$ cat src/rtl/dport_pkg.sv
// Package: shared types and helpers for the byte/word data port bridge.
// Assumes a 16-bit host bus and 16-bit memory words.
package dport_pkg;

    typedef enum logic [1:0] {
        SZ_NONE = 2'd0,
        SZ_LO   = 2'd1,
        SZ_HI   = 2'd2,
        SZ_WORD = 2'd3
    } dp_size_e;

    // Map lane address bit and high-byte enable to an access size.
    function automatic dp_size_e dp_decode(input logic a0, input logic hbe_n);
        case ({a0, hbe_n})
            2'b00:   return SZ_WORD;
            2'b01:   return SZ_LO;
            2'b10:   return SZ_HI;
            default: return SZ_NONE;
        endcase
    endfunction

    // Number of bytes moved by one access of the given size.
    function automatic logic [1:0] dp_nbytes(input dp_size_e s);
        case (s)
            SZ_WORD: return 2'd2;
            SZ_NONE: return 2'd0;
            default: return 2'd1;
        endcase
    endfunction

endpackage

$ cat src/rtl/dport_fifo.sv
// Module: circular queue that takes up to two entries per cycle and
// releases up to two per cycle. It exposes the two oldest entries.
// Assumes DEPTH is a power of two, at least 2. The caller never pushes
// beyond free space or pops beyond the count. Clear wins over push and pop.
module dport_fifo #(
    parameter int W     = 8,
    parameter int DEPTH = 8,
    localparam int AW   = $clog2(DEPTH),
    localparam int CW   = $clog2(DEPTH + 1)
) (
    input  logic          clk,
    input  logic          rst_n,
    input  logic          clear,
    input  logic [1:0]    push_n,
    input  logic [W-1:0]  push_d0,
    input  logic [W-1:0]  push_d1,
    input  logic [1:0]    pop_n,
    output logic [W-1:0]  head0,
    output logic [W-1:0]  head1,
    output logic [CW-1:0] count
);
    localparam logic [AW-1:0] ONE = AW'(1);

    logic [W-1:0]  slot [DEPTH];
    logic [AW-1:0] rd_idx, wr_idx, rd_nxt, wr_nxt;
    logic [CW-1:0] cnt_q;

    assign rd_nxt = rd_idx + ONE;
    assign wr_nxt = wr_idx + ONE;
    assign head0  = slot[rd_idx];
    assign head1  = slot[rd_nxt];
    assign count  = cnt_q;

    // Store pushed entries; storage needs no reset.
    always_ff @(posedge clk) begin
        if (push_n != 2'd0) slot[wr_idx] <= push_d0;
        if (push_n == 2'd2) slot[wr_nxt] <= push_d1;
    end

    // Move the indices and the occupancy count.
    always_ff @(posedge clk) begin
        if (!rst_n || clear) begin
            rd_idx <= '0;
            wr_idx <= '0;
            cnt_q  <= '0;
        end else begin
            wr_idx <= wr_idx + AW'(push_n);
            rd_idx <= rd_idx + AW'(pop_n);
            cnt_q  <= cnt_q + CW'(push_n) - CW'(pop_n);
        end
    end

endmodule

$ cat src/rtl/dport_wr_pack.sv
// Module: decides which memory write the write queue issues this cycle.
// Each entry is {byte address, byte}. An odd head byte goes out alone in
// the high lane. An even head byte waits for its odd neighbour, or goes
// out alone in the low lane when a flush is requested or when the entry
// behind it is not its neighbour. Purely combinational.
module dport_wr_pack #(
    parameter int PTR_W = 10,
    parameter int CNT_W = 4,
    localparam int ENT_W = PTR_W + 8
) (
    input  logic [CNT_W-1:0] cnt,
    input  logic [ENT_W-1:0] ent0,
    input  logic [ENT_W-1:0] ent1,
    input  logic             flush,
    output logic             go,
    output logic [PTR_W-2:0] waddr,
    output logic [1:0]       be,
    output logic [15:0]      wdata,
    output logic [1:0]       pop_n
);
    logic [PTR_W-1:0] a0, a1, a0_nx;
    logic [7:0]       b0, b1;

    assign a0    = ent0[ENT_W-1:8];
    assign b0    = ent0[7:0];
    assign a1    = ent1[ENT_W-1:8];
    assign b1    = ent1[7:0];
    assign a0_nx = a0 + PTR_W'(1);
    assign waddr = a0[PTR_W-1:1];

    // Choose the write form and how many entries leave.
    always_comb begin
        go    = 1'b0;
        be    = 2'b00;
        pop_n = 2'd0;
        wdata = {b0, b0};
        if (cnt != '0) begin
            if (a0[0]) begin
                go    = 1'b1;
                be    = 2'b10;
                pop_n = 2'd1;
            end else if (cnt >= CNT_W'(2) && a1 == a0_nx) begin
                go    = 1'b1;
                be    = 2'b11;
                pop_n = 2'd2;
                wdata = {b1, b0};
            end else if (cnt >= CNT_W'(2) || flush) begin
                go    = 1'b1;
                be    = 2'b01;
                pop_n = 2'd1;
            end
        end
    end

endmodule

$ cat src/rtl/dport_rd_fetch.sv
// Module: read prefetcher. It keeps at most one memory read in flight and
// pushes the returned bytes from the current fetch position into the read
// queue. An odd position yields only the high byte. A restart moves the
// position and drops any data that arrives in the same cycle.
// Assumes a fixed memory read latency of one cycle.
module dport_rd_fetch #(
    parameter int PTR_W = 10,
    parameter int DEPTH = 8,
    localparam int CW   = $clog2(DEPTH + 1)
) (
    input  logic             clk,
    input  logic             rst_n,
    input  logic [CW-1:0]    q_count,
    input  logic             allow,
    input  logic             restart,
    input  logic [PTR_W-1:0] restart_ptr,
    input  logic [15:0]      mem_rdata,
    output logic             fetch_go,
    output logic [PTR_W-2:0] fetch_addr,
    output logic [1:0]       push_n,
    output logic [7:0]       push_d0,
    output logic [7:0]       push_d1
);
    logic [PTR_W-1:0] fptr;
    logic             pend, pend_odd;

    assign fetch_go   = allow && !pend && !restart && (int'(q_count) <= DEPTH - 2);
    assign fetch_addr = fptr[PTR_W-1:1];
    assign push_n     = (pend && !restart) ? (pend_odd ? 2'd1 : 2'd2) : 2'd0;
    assign push_d0    = pend_odd ? mem_rdata[15:8] : mem_rdata[7:0];
    assign push_d1    = mem_rdata[15:8];

    // Track the fetch position and the read in flight.
    always_ff @(posedge clk) begin
        if (!rst_n) begin
            fptr     <= '0;
            pend     <= 1'b0;
            pend_odd <= 1'b0;
        end else begin
            pend <= fetch_go;
            if (fetch_go) pend_odd <= fptr[0];
            if (restart)       fptr <= restart_ptr;
            else if (fetch_go) fptr <= fptr + (fptr[0] ? PTR_W'(1) : PTR_W'(2));
        end
    end

endmodule

$ cat src/rtl/dport_bridge.sv
// Module: host data port bridge. It decodes host accesses, keeps the write
// position and the mode, steers bytes into the write queue, serves reads
// from the prefetched read queue, and shares the memory port between the
// write drain and the prefetch. Assumes strobes are held until hst_rdy and
// that rd and wr are never high together. Data written in normal mode is
// visible to reads only after a pointer write.
module dport_bridge #(
    parameter int PTR_W    = 10,
    parameter int WR_DEPTH = 8,
    parameter int RD_DEPTH = 8
) (
    input  logic             clk,
    input  logic             rst_n,
    input  logic [2:0]       hst_addr,
    input  logic             hst_hbe_n,
    input  logic             hst_rd,
    input  logic             hst_wr,
    input  logic [15:0]      hst_wdata,
    output logic [15:0]      hst_rdata,
    output logic             hst_rdy,
    output logic             mem_re,
    output logic             mem_we,
    output logic [PTR_W-2:0] mem_addr,
    output logic [1:0]       mem_be,
    output logic [15:0]      mem_wdata,
    input  logic [15:0]      mem_rdata
);
    import dport_pkg::*;

    localparam int WCW   = $clog2(WR_DEPTH + 1);
    localparam int RCW   = $clog2(RD_DEPTH + 1);
    localparam int ENT_W = PTR_W + 8;

    logic [PTR_W-1:0] wr_ptr_q, base_ptr_q;
    logic             fixed_q;
    dp_size_e         sz;
    logic [1:0]       nb;
    logic             is_ptr, wr_acc, rd_acc, ptr_load, dwr, drd;
    logic             restart, flush;
    logic [PTR_W-1:0] restart_ptr, new_ptr;
    logic [WCW-1:0]   wcnt;
    logic [RCW-1:0]   rcnt;
    logic [ENT_W-1:0] wq0, wq1, went0, went1;
    logic [7:0]       rq0, rq1, rpush0, rpush1, wb0;
    logic [1:0]       wpop, rpush;
    logic             wgo, fgo;
    logic [PTR_W-2:0] waddr, faddr;

    assign sz       = dp_decode(hst_addr[0], hst_hbe_n);
    assign nb       = dp_nbytes(sz);
    assign is_ptr   = hst_addr[2];
    assign new_ptr  = hst_wdata[PTR_W-1:0];
    assign wr_acc   = hst_wr && hst_rdy;
    assign rd_acc   = hst_rd && !hst_wr && hst_rdy;
    assign ptr_load = wr_acc && is_ptr;
    assign dwr      = wr_acc && !is_ptr && (sz != SZ_NONE);
    assign drd      = rd_acc && !is_ptr && (sz != SZ_NONE);
    assign restart  = ptr_load || (drd && fixed_q);
    assign restart_ptr = ptr_load ? new_ptr : base_ptr_q;
    assign flush    = fixed_q || (hst_wr && is_ptr);

    // Decide whether the pending host strobe completes this cycle.
    always_comb begin
        hst_rdy = 1'b1;
        if (hst_wr) begin
            if (is_ptr) hst_rdy = (wcnt == '0);
            else        hst_rdy = (int'(wcnt) + int'(nb) <= WR_DEPTH);
        end else if (hst_rd && !is_ptr) begin
            hst_rdy = (int'(rcnt) >= int'(nb));
        end
    end

    // Place read queue bytes on the lanes the access size selects.
    always_comb begin
        hst_rdata = 16'h0000;
        if (!is_ptr) begin
            case (sz)
                SZ_WORD: hst_rdata = {rq1, rq0};
                SZ_LO:   hst_rdata = {8'h00, rq0};
                SZ_HI:   hst_rdata = {rq0, 8'h00};
                default: hst_rdata = 16'h0000;
            endcase
        end
    end

    // Hold the write position, the pointer base and the mode.
    always_ff @(posedge clk) begin
        if (!rst_n) begin
            wr_ptr_q   <= '0;
            base_ptr_q <= '0;
            fixed_q    <= 1'b0;
        end else if (ptr_load) begin
            wr_ptr_q   <= new_ptr;
            base_ptr_q <= new_ptr;
            fixed_q    <= hst_wdata[15];
        end else if (dwr && !fixed_q) begin
            wr_ptr_q   <= wr_ptr_q + PTR_W'(nb);
        end
    end

    assign wb0   = (sz == SZ_HI) ? hst_wdata[15:8] : hst_wdata[7:0];
    assign went0 = {wr_ptr_q, wb0};
    assign went1 = {wr_ptr_q + PTR_W'(1), hst_wdata[15:8]};

    dport_fifo #(.W(ENT_W), .DEPTH(WR_DEPTH)) u_wq (
        .clk(clk), .rst_n(rst_n), .clear(1'b0),
        .push_n(dwr ? nb : 2'd0), .push_d0(went0), .push_d1(went1),
        .pop_n(wpop), .head0(wq0), .head1(wq1), .count(wcnt)
    );

    dport_wr_pack #(.PTR_W(PTR_W), .CNT_W(WCW)) u_pack (
        .cnt(wcnt), .ent0(wq0), .ent1(wq1), .flush(flush),
        .go(wgo), .waddr(waddr), .be(mem_be), .wdata(mem_wdata), .pop_n(wpop)
    );

    dport_rd_fetch #(.PTR_W(PTR_W), .DEPTH(RD_DEPTH)) u_fetch (
        .clk(clk), .rst_n(rst_n), .q_count(rcnt), .allow(wcnt == '0),
        .restart(restart), .restart_ptr(restart_ptr), .mem_rdata(mem_rdata),
        .fetch_go(fgo), .fetch_addr(faddr), .push_n(rpush),
        .push_d0(rpush0), .push_d1(rpush1)
    );

    dport_fifo #(.W(8), .DEPTH(RD_DEPTH)) u_rq (
        .clk(clk), .rst_n(rst_n), .clear(restart),
        .push_n(rpush), .push_d0(rpush0), .push_d1(rpush1),
        .pop_n(drd ? nb : 2'd0), .head0(rq0), .head1(rq1), .count(rcnt)
    );

    assign mem_we   = wgo;
    assign mem_re   = fgo;
    assign mem_addr = wgo ? waddr : faddr;

endmodule

$ cat config.mk
export PLATFORM = sky130hd
export DESIGN_NAME = dport_bridge
export DESIGN_NICKNAME = d
export VERILOG_FILES = /design/src/rtl/dport_pkg.sv /design/src/rtl/dport_fifo.sv /design/src/rtl/dport_wr_pack.sv /design/src/rtl/dport_rd_fetch.sv /design/src/rtl/dport_bridge.sv
export SDC_FILE = /design/constraint.sdc
export NUM_CORES = 1
export LEC_CHECK = 0
export ABC_AREA = 0
export BUFFER_PORTS_ARGS = -buffer_cell sky130_fd_sc_hd__buf_2
export CAP_MARGIN = 0
export CORE_UTILIZATION = 32
export DETAILED_ROUTE_END_ITERATION = 8
export GPL_TIMING_DRIVEN = 0
export HOLD_SLACK_MARGIN = 0.02
export PLACE_DENSITY = 0.57
export REMOVE_ABC_BUFFERS = 1
export SYNTH_ARGS = -nofsm -noshare
export SYNTH_HDL_FRONTEND = slang
export SYNTH_SLANG_ARGS = --single-unit
$ cat constraint.sdc
create_clock -name clk -period 5.8 [get_ports clk]
set_clock_uncertainty 0.05 [all_clocks]
set_input_delay 0 -clock clk [delete_from_list [all_inputs] [get_ports clk]]
set_output_delay 0 -clock clk [all_outputs]
set_load 0.1 [all_outputs]
==> impl_results.md, run 1 <==
* Largest area contributor in the synthesized netlist: sky130_fd_sc_hd__edfxtp_1
* Initial core utilization at 0.325
* Wire length per cell after detailed routing at 21.1 microns
* Final nets at 1531
* Power density over the cells at 398 nW/um^2
* Startpoint type of the worst setup path: flip-flop
* Final RePlAce weighted congestion at 0.788
* Buffer type at the clock tree root: sky130_fd_sc_hd__clkbuf_16
* Cell leakage power at 6.66 nW
* Overall routing resource usage at 0.173
* Origin of the critical flop-to-flop path: u_wq.rd_idx[0]$_SDFF_PN0_
* VDD IR-drop max at 291 uV
* Max Slew Vio Count at 0
* Count of standard-cell rows at 82
* TritonCTS buffer count at 31
* Setup slack, reg-to-reg at 380 ps
* Drt total wl at 45300 microns
* EDFF count, synth at 208
* Iteration-0 DRC Markers at 874
* Clock sink count at 261
* Via count of the first global-routing pass at 11300
* Final total negative setup slack at 0 ps
* Slew at the pin closest to its max-slew limit at 1260 ps
* Most area-consuming cells after synthesis: sky130_fd_sc_hd__edfxtp_1 (38%), sky130_fd_sc_hd__mux4_2 (14%), sky130_fd_sc_hd__mux2_2 (8.1%), sky130_fd_sc_hd__dfxtp_1 (6.5%), sky130_fd_sc_hd__xnor2_1 (5.1%)
* Area of the die at 51900 sq um
* Post-layout min period at 5420 ps
* Status: completed
* Fmax at 184 MHz
* Post-synthesis average cell area at 12.0 sq um
* Routed via count divided by cell count at 5.24
* Count of mapped cells out of synthesis at 1358
* Buffer count from post-CTS setup fixing at 0
* Final clock period utilization by the worst path at 0.935
* Unrepaired setup endpoints after global routing: no
* Share of flip-flops with an asynchronous set or reset after synthesis at 0
* Ys Warns at 0
* Worst rel slew slack at 0.161
* Maximum number of pins on one net before global-route repair at 45
* Worst setup path endpoint: u_wq.count[2]$_SDFF_PN0_
* Clock Tree Buf Depth at 3
* Number of vias in the routed layout at 11200
* HPWL reported at the end of detailed placement at 30800 microns
* Sum of overflow across all layers after global routing at 0
* Worst setup path startpoint: u_wq.rd_idx[0]$_SDFF_PN0_
* Reported max-cap violation count at 0
* Distinct cell type count after synthesis at 66
* Detail Route Antenna Nets at 0
* Final non-filler cell total at 2143
* Hold Crit Class: in -> reg
* Share of the yosys chip area belonging to registers at 0.448
* Number of antenna violations at the first check in global routing at 5
* Core outline area at 50300 sq um
* Number of cells traversed by the worst register-to-register path at 17
* Hold Fails Final Rpt at 0
* Share of cells above drive strength 1 at 0.271
* Clock tree from TritonCTS: built
* Yosys top cell area share at 0.383
* Chip height at 228 microns
* Syn Std Cell Area at 16300 sq um
* First-pass GRT wire length at 68500 microns
* Worst EP arrival at 5840 ps
* Antenna cell count at 0
* Placed Cells at 2037
* Pre-Repair DR Iteration Count at 5
* Post-route DRC at 0
* Prevailing post-synth register cell: sky130_fd_sc_hd__edfxtp_1
* Source-to-sink clock delay at the later pin of the worst-skew pair at 600 ps
* Finish-stage setup viols at 0
* CP endpoint kind: flip-flop
* Flip-flop and latch count after synthesis at 261
* Width of the die at 228 microns
* Buffers on Ports at 84
* FF-to-FF End: u_wq.count[2]$_SDFF_PN0_
* Critical Path Fanout Max at 42
* Area Growth Syn to Fin at 16.9%
* Worst endpoint required time at 6220 ps
* I/O pin count at 86
* Clock slew seen by the registers of the worst setup and hold paths at 60 ps
* Cell count of the worst hold path at 5
* Worst Setup Path Type: reg -> reg
* Maximum level of the CTS H-tree at 1
per-layer routing:
layer	part of all wire	up-vias	wire length, microns	GRT usage
met2	0.50	321	22500	0.303
met5	0.0015	-	69	0
met3	0.054	88	2450	0.0289
met1	0.42	5626	19100	0.218
met4	0.026	10	1170	0.0460
li1	-	5183	-	-
cells in the final DEF (no fill, tap or decap), types with 5 or more instances in the layout:
| cell | n |
|---|---|
| sky130_fd_sc_hd__fa_1 | 8 |
| sky130_fd_sc_hd__dlygate4sd3_1 | 48 |
| sky130_fd_sc_hd__buf_16 | 6 |
| sky130_fd_sc_hd__o21ai_1 | 5 |
| sky130_fd_sc_hd__nor2_1 | 101 |
| sky130_fd_sc_hd__mux2_2 | 118 |
| sky130_fd_sc_hd__a21oi_1 | 85 |
| sky130_fd_sc_hd__mux2i_1 | 28 |
| sky130_fd_sc_hd__dfxtp_1 | 49 |
| sky130_fd_sc_hd__nor2b_1 | 18 |
| sky130_fd_sc_hd__inv_1 | 36 |
| sky130_fd_sc_hd__nand2_1 | 164 |
| sky130_fd_sc_hd__buf_6 | 6 |
| sky130_fd_sc_hd__and2_1 | 17 |
| sky130_fd_sc_hd__clkinv_1 | 7 |
| sky130_fd_sc_hd__o211a_1 | 8 |
| sky130_fd_sc_hd__clkinv_2 | 5 |
| sky130_fd_sc_hd__and3_1 | 24 |
| sky130_fd_sc_hd__nand3_1 | 17 |
| sky130_fd_sc_hd__xor2_1 | 26 |
| sky130_fd_sc_hd__nand4_1 | 8 |
| sky130_fd_sc_hd__edfxtp_1 | 208 |
| sky130_fd_sc_hd__ha_1 | 36 |
| sky130_fd_sc_hd__nor3_1 | 7 |
| sky130_fd_sc_hd__clkbuf_1 | 5 |
| sky130_fd_sc_hd__mux4_2 | 98 |
| sky130_fd_sc_hd__buf_2 | 84 |
| sky130_fd_sc_hd__a21boi_0 | 10 |
| sky130_fd_sc_hd__xnor2_1 | 95 |
| sky130_fd_sc_hd__clkbuf_16 | 32 |
| sky130_fd_sc_hd__o21ai_0 | 13 |
| sky130_fd_sc_hd__a22oi_1 | 7 |
cell type report:
class,count,area (sq um)
sequential,261,7310
multi-input combinational,965,8570
tap,672,841
fill,4896,31200
timing repair buffer,150,1230
clock inverter,16,119
clock buffer,42,863
inverter,37,139
synthesized netlist by cell type (18+ instances only):
master and number:
sky130_fd_sc_hd__nand2_1 164, sky130_fd_sc_hd__a21oi_1 85, sky130_fd_sc_hd__and3_1 24, sky130_fd_sc_hd__inv_1 36, sky130_fd_sc_hd__mux4_2 98, sky130_fd_sc_hd__edfxtp_1 208
sky130_fd_sc_hd__clkbuf_1 60, sky130_fd_sc_hd__mux2i_1 28, sky130_fd_sc_hd__o21ai_0 24, sky130_fd_sc_hd__nor2_1 101, sky130_fd_sc_hd__mux2_2 118, sky130_fd_sc_hd__xnor2_1 95
sky130_fd_sc_hd__xor2_1 27, sky130_fd_sc_hd__dfxtp_1 53, sky130_fd_sc_hd__nor2b_1 18, sky130_fd_sc_hd__ha_1 37
sequential cells by signal, indices dropped and copies added (netlist names):
signal	flops
base_ptr_q	10
fixed_q	1
u_fetch.fptr	10
u_fetch.pend	1
u_fetch.pend_odd	1
u_rq.count	4
u_rq.rd_idx	3
u_rq.slot	64
u_rq.wr_idx	3
u_wq.count	4
u_wq.rd_idx	3
u_wq.slot	144
u_wq.wr_idx	3
wr_ptr_q	10
timing repair:
action | in CTS | in global routing
endpoints found under the setup margin | 0 | 1
resized for setup | 0 | 1
hold endpoints to repair | 166 | 0
hold buffers | 48 | 0
how the worst min path moves through the flow:
| stage | startpoint | endpoint | slack (ps) |
|---|---|---|---|
| final | hst_rd | u_rq.rd_idx[1]$_SDFF_PP0_ | 90 |
| after global routing | hst_rd | u_rq.rd_idx[1]$_SDFF_PP0_ | 150 |
| after CTS | hst_rd | u_rq.rd_idx[1]$_SDFF_PP0_ | 70 |
| after detailed placement | hst_wdata[1] | wr_ptr_q[1]$_SDFFE_PN0P_ | 290 |
| after global placement | hst_wdata[1] | wr_ptr_q[1]$_SDFFE_PN0P_ | 290 |
| after floorplan | rst_n | u_wq.count[0]$_SDFF_PN0_ | 70 |
cells by family after synthesis:
group	count (synthesis)	share of synthesized area
AOI/OAI and AO/OA	160	0.0594
xor gates and xnor gates	122	0.0655
adders and majority gates	45	0.0382
buffers and inverters	132	0.0344
DFF	261	0.448
muxes	252	0.245
and+or+nand+nor	386	0.110
critical path, stage by stage, from the launching register on:
cell	delay [ps]
sky130_fd_sc_hd__dfxtp_4	720
sky130_fd_sc_hd__buf_16	330
sky130_fd_sc_hd__mux4_1	620
sky130_fd_sc_hd__mux2i_2	530
sky130_fd_sc_hd__xor2_1	270
sky130_fd_sc_hd__or4_1	510
sky130_fd_sc_hd__a21oi_1	160
sky130_fd_sc_hd__o31a_2	190
sky130_fd_sc_hd__nand4_1	240
sky130_fd_sc_hd__inv_1	210
sky130_fd_sc_hd__nor2_1	120
sky130_fd_sc_hd__ha_1	350
sky130_fd_sc_hd__inv_1	60
sky130_fd_sc_hd__ha_1	160
sky130_fd_sc_hd__inv_1	60
sky130_fd_sc_hd__fa_1	370
sky130_fd_sc_hd__xnor2_1	140
sky130_fd_sc_hd__and2_1	150
stage by stage:
stage	setup slack [ps]	cell area (sq um)	util	power, mW	hold WS (ps)
2_1_floorplan	-1640	15900	-	5.03	71.7
6_report	376	19100	0.379	7.60	90.4
4_1_cts	198	19100	0.379	7.67	73.2
3_5_place_dp	244	17600	0.350	5.73	291
3_3_place_gp	-4000	17200	0.341	5.70	288
5_1_grt	28.8	19100	0.379	7.97	145
where the power goes:
part           total [mW]  switching (mW)  leakage [nW]  internal, mW
logic                3.35            2.11          3.86          1.23
clock network        1.89           0.804         0.489          1.09
registers            2.36           0.203          2.31          2.16
Power figures use the tool's default switching activity.
==> run 2, diff against run 1 <==
CORE_ASPECT_RATIO = 1.25   (was not set)
CTS_BUF_LIST = sky130_fd_sc_hd__clkbuf_8   (was not set)
==> run 2 against run 1 <==
Compared with the run above:
- worst hold slack gained 8.4 ps
- sequential share of layout area is 0.58 points higher
- count of clock-buffer cells in the layout increased by 5
- power shrank 4.4%
- register-to-register slack got worse by 40 ps
- sequential power about the same
- cell count about the same
- final area down 1.5%
- clock power shrank 17%
- critical path type unchanged
- largest power group unchanged
==> impl_results.md, run 2 (synthesis results as in run 1) <==
* Status: completed
* Number of buffers inserted by hold repair at cts at 45
* First-pass GRT wire length at 69200 microns
* TritonCTS buffer count at 45
* CTS-repair resized insts at 0
* Placed standard-cell area at 17500 sq um
* Number of vias in the routed layout at 11300
* Post-route DRC at 0
* Largest registers: u_wq.slot (144), u_rq.slot (64)
* Iteration-0 DRC Markers at 729
* Most used cells in the layout excluding fill and tap cells: sky130_fd_sc_hd__edfxtp_1 (208), sky130_fd_sc_hd__nand2_1 (164), sky130_fd_sc_hd__mux2_2 (118), sky130_fd_sc_hd__nor2_1 (101), sky130_fd_sc_hd__mux4_2 (98)
* Placed Cells at 2022
* Final worst slack at 340 ps
* Slew at the pin closest to its max-slew limit at 1420 ps
* Critical Path Fanout Max at 18
* Cell leakage power at 6.58 nW
* Worst rel slew slack at 0.0504
* Final RePlAce weighted congestion at 0.779
* Sum of overflow across all layers after global routing at 0
* Final nets at 1541
* Post-route standard cell area excluding fillers at 18800 sq um
* Clock slew seen by the registers of the worst setup and hold paths at 60 ps
* Met3 track demand over resource at 0.0319
* VDD IR-drop max at 259 uV
* Post-layout min period at 5460 ps
* Core outline area at 50400 sq um
* CP endpoint kind: flip-flop
* Finish-stage setup viols at 0
* Initial core utilization at 0.324
* Final non-filler cell total at 2145
* Hold Fails Final Rpt at 0
* Global routing met1 resource utilization at 0.210
* Utilization after layout at 0.373
* Startpoint type of the worst setup path: flip-flop
* Worst EP arrival at 5890 ps
* Width of the die at 204 microns
* Count of standard-cell rows at 92
* Worst Setup Path Type: reg -> reg
* Chip height at 254 microns
* Max Slew Vio Count at 0
* Largest incremental delay on the critical path at 1270 ps
* Most common cell after layout, fill and taps aside: sky130_fd_sc_hd__edfxtp_1
* Final clock period utilization by the worst path at 0.941
* Fmax at 183 MHz
* Detail Route Antenna Nets at 0
* Drt total wl at 46100 microns
* Source-to-sink clock delay at the later pin of the worst-skew pair at 600 ps
* Hold Crit Class: in -> reg
* Clock sink count at 261
* Maximum number of pins on one net before global-route repair at 51
* Pre-CTS setup slack at 366 ps
* Number of antenna violations at the first check in global routing at 6
* Register ranked first by flip-flop count: u_wq.slot
* I/O pin count at 86
* Clock tree from TritonCTS: built
* Maximum level of the CTS H-tree at 2
* Buffers on Ports at 84
* Pre-Repair DR Iteration Count at 5
* Clock Tree Buf Depth at 3
* Area Growth Syn to Fin at 15.1%
* Area of the die at 51900 sq um
* Met2 demand-to-capacity share in global routing at 0.321
* CP cell instances: inv_2, mux2_2, ha_1, xor2_1, xnor2_1, nor3_1, and4_1, and2b_1, nand4_1, inv_1, fa_1, inv_1, ha_1, a21o_1, a21oi_1, xor2_1, and2_1
* Max FFs per register at 144
* Buffer type at the clock tree root: sky130_fd_sc_hd__clkbuf_8
* Reported max-cap violation count at 0
* Via count of the first global-routing pass at 11700
* Power density over the cells at 387 nW/um^2
* HPWL reported at the end of detailed placement at 31200 microns
* Buffer count from post-CTS setup fixing at 0
* Slowest CP cell: sky130_fd_sc_hd__dfxtp_1
* Final total power at 7.27 mW
* Unrepaired setup endpoints after global routing: no
* Worst endpoint required time at 6230 ps
* Busiest layer in global routing: met2
* Wire length per cell after detailed routing at 21.5 microns
* Setup slack, reg-to-reg at 340 ps
* Routed via count divided by cell count at 5.27
* Share of cells above drive strength 1 at 0.273
* Overall routing resource usage at 0.179
-- run 2: cell types whose count changed in the layout (fill, tap and decap cells not counted), sizes merged --
cell         delta
inv            +11
clkbuf          +5
diode           +2
buf             -1
clkinvlp        +2
dlygate4sd3     -3
-- run 2: metal layers --
metal / vias up / share of wire
li1: 5201 / -
met1: 5641 / 0.39
met2: 354 / 0.52
met3: 102 / 0.052
met4: 8 / 0.035
met5: - / 0.0011
-- run 2: final timing paths --
check,cells past startpoint,startpoint,endpoint
max,17,u_wq.rd_idx[2]$_SDFF_PN0_,u_wq.count[3]$_SDFF_PN0_
min reg2reg,2,base_ptr_q[8]$_SDFF_PN0_,base_ptr_q[8]$_SDFF_PN0_
max reg2reg,17,u_wq.rd_idx[2]$_SDFF_PN0_,u_wq.count[3]$_SDFF_PN0_
min,5,hst_rd,u_rq.rd_idx[1]$_SDFF_PP0_
-- run 2: worst max-delay path: cells and delay by family (launching register included) --
| family | cells | cell delay [ps] |
|---|---|---|
| AO/OA/AOI/OAI | 2 | 340 |
| AND/OR/NAND/NOR | 5 | 1030 |
| flip-flops | 1 | 1270 |
| XOR/XNOR | 3 | 410 |
| multiplexers | 1 | 510 |
| buffers and inverters | 3 | 700 |
| adder cells (fa/ha/maj) | 3 | 1020 |
-- run 2: through the flow --
step                      hold slack, ps  setup TNS [ps]
after global placement               303          -69350
final                               98.8               0
after global routing                 126               0
after detailed placement             318               0
after floorplan                     71.7          -15560
after CTS                           59.1               0
-- run 2: final cells by class --
class	instances	area (sq um)
fill	4958	31600
multi-input combinational	965	8580
sequential	261	7310
timing repair buffer	146	1120
tap	658	823
clock buffer	47	647
clock inverter	29	149
inverter	37	139
antenna	2	5.00
-- run 2: power by group --
group,switching [mW],internal (mW),total [mW]
Sequential,0.196,2.16,2.36
Combinational,2.12,1.23,3.35
Clock,0.770,0.789,1.56
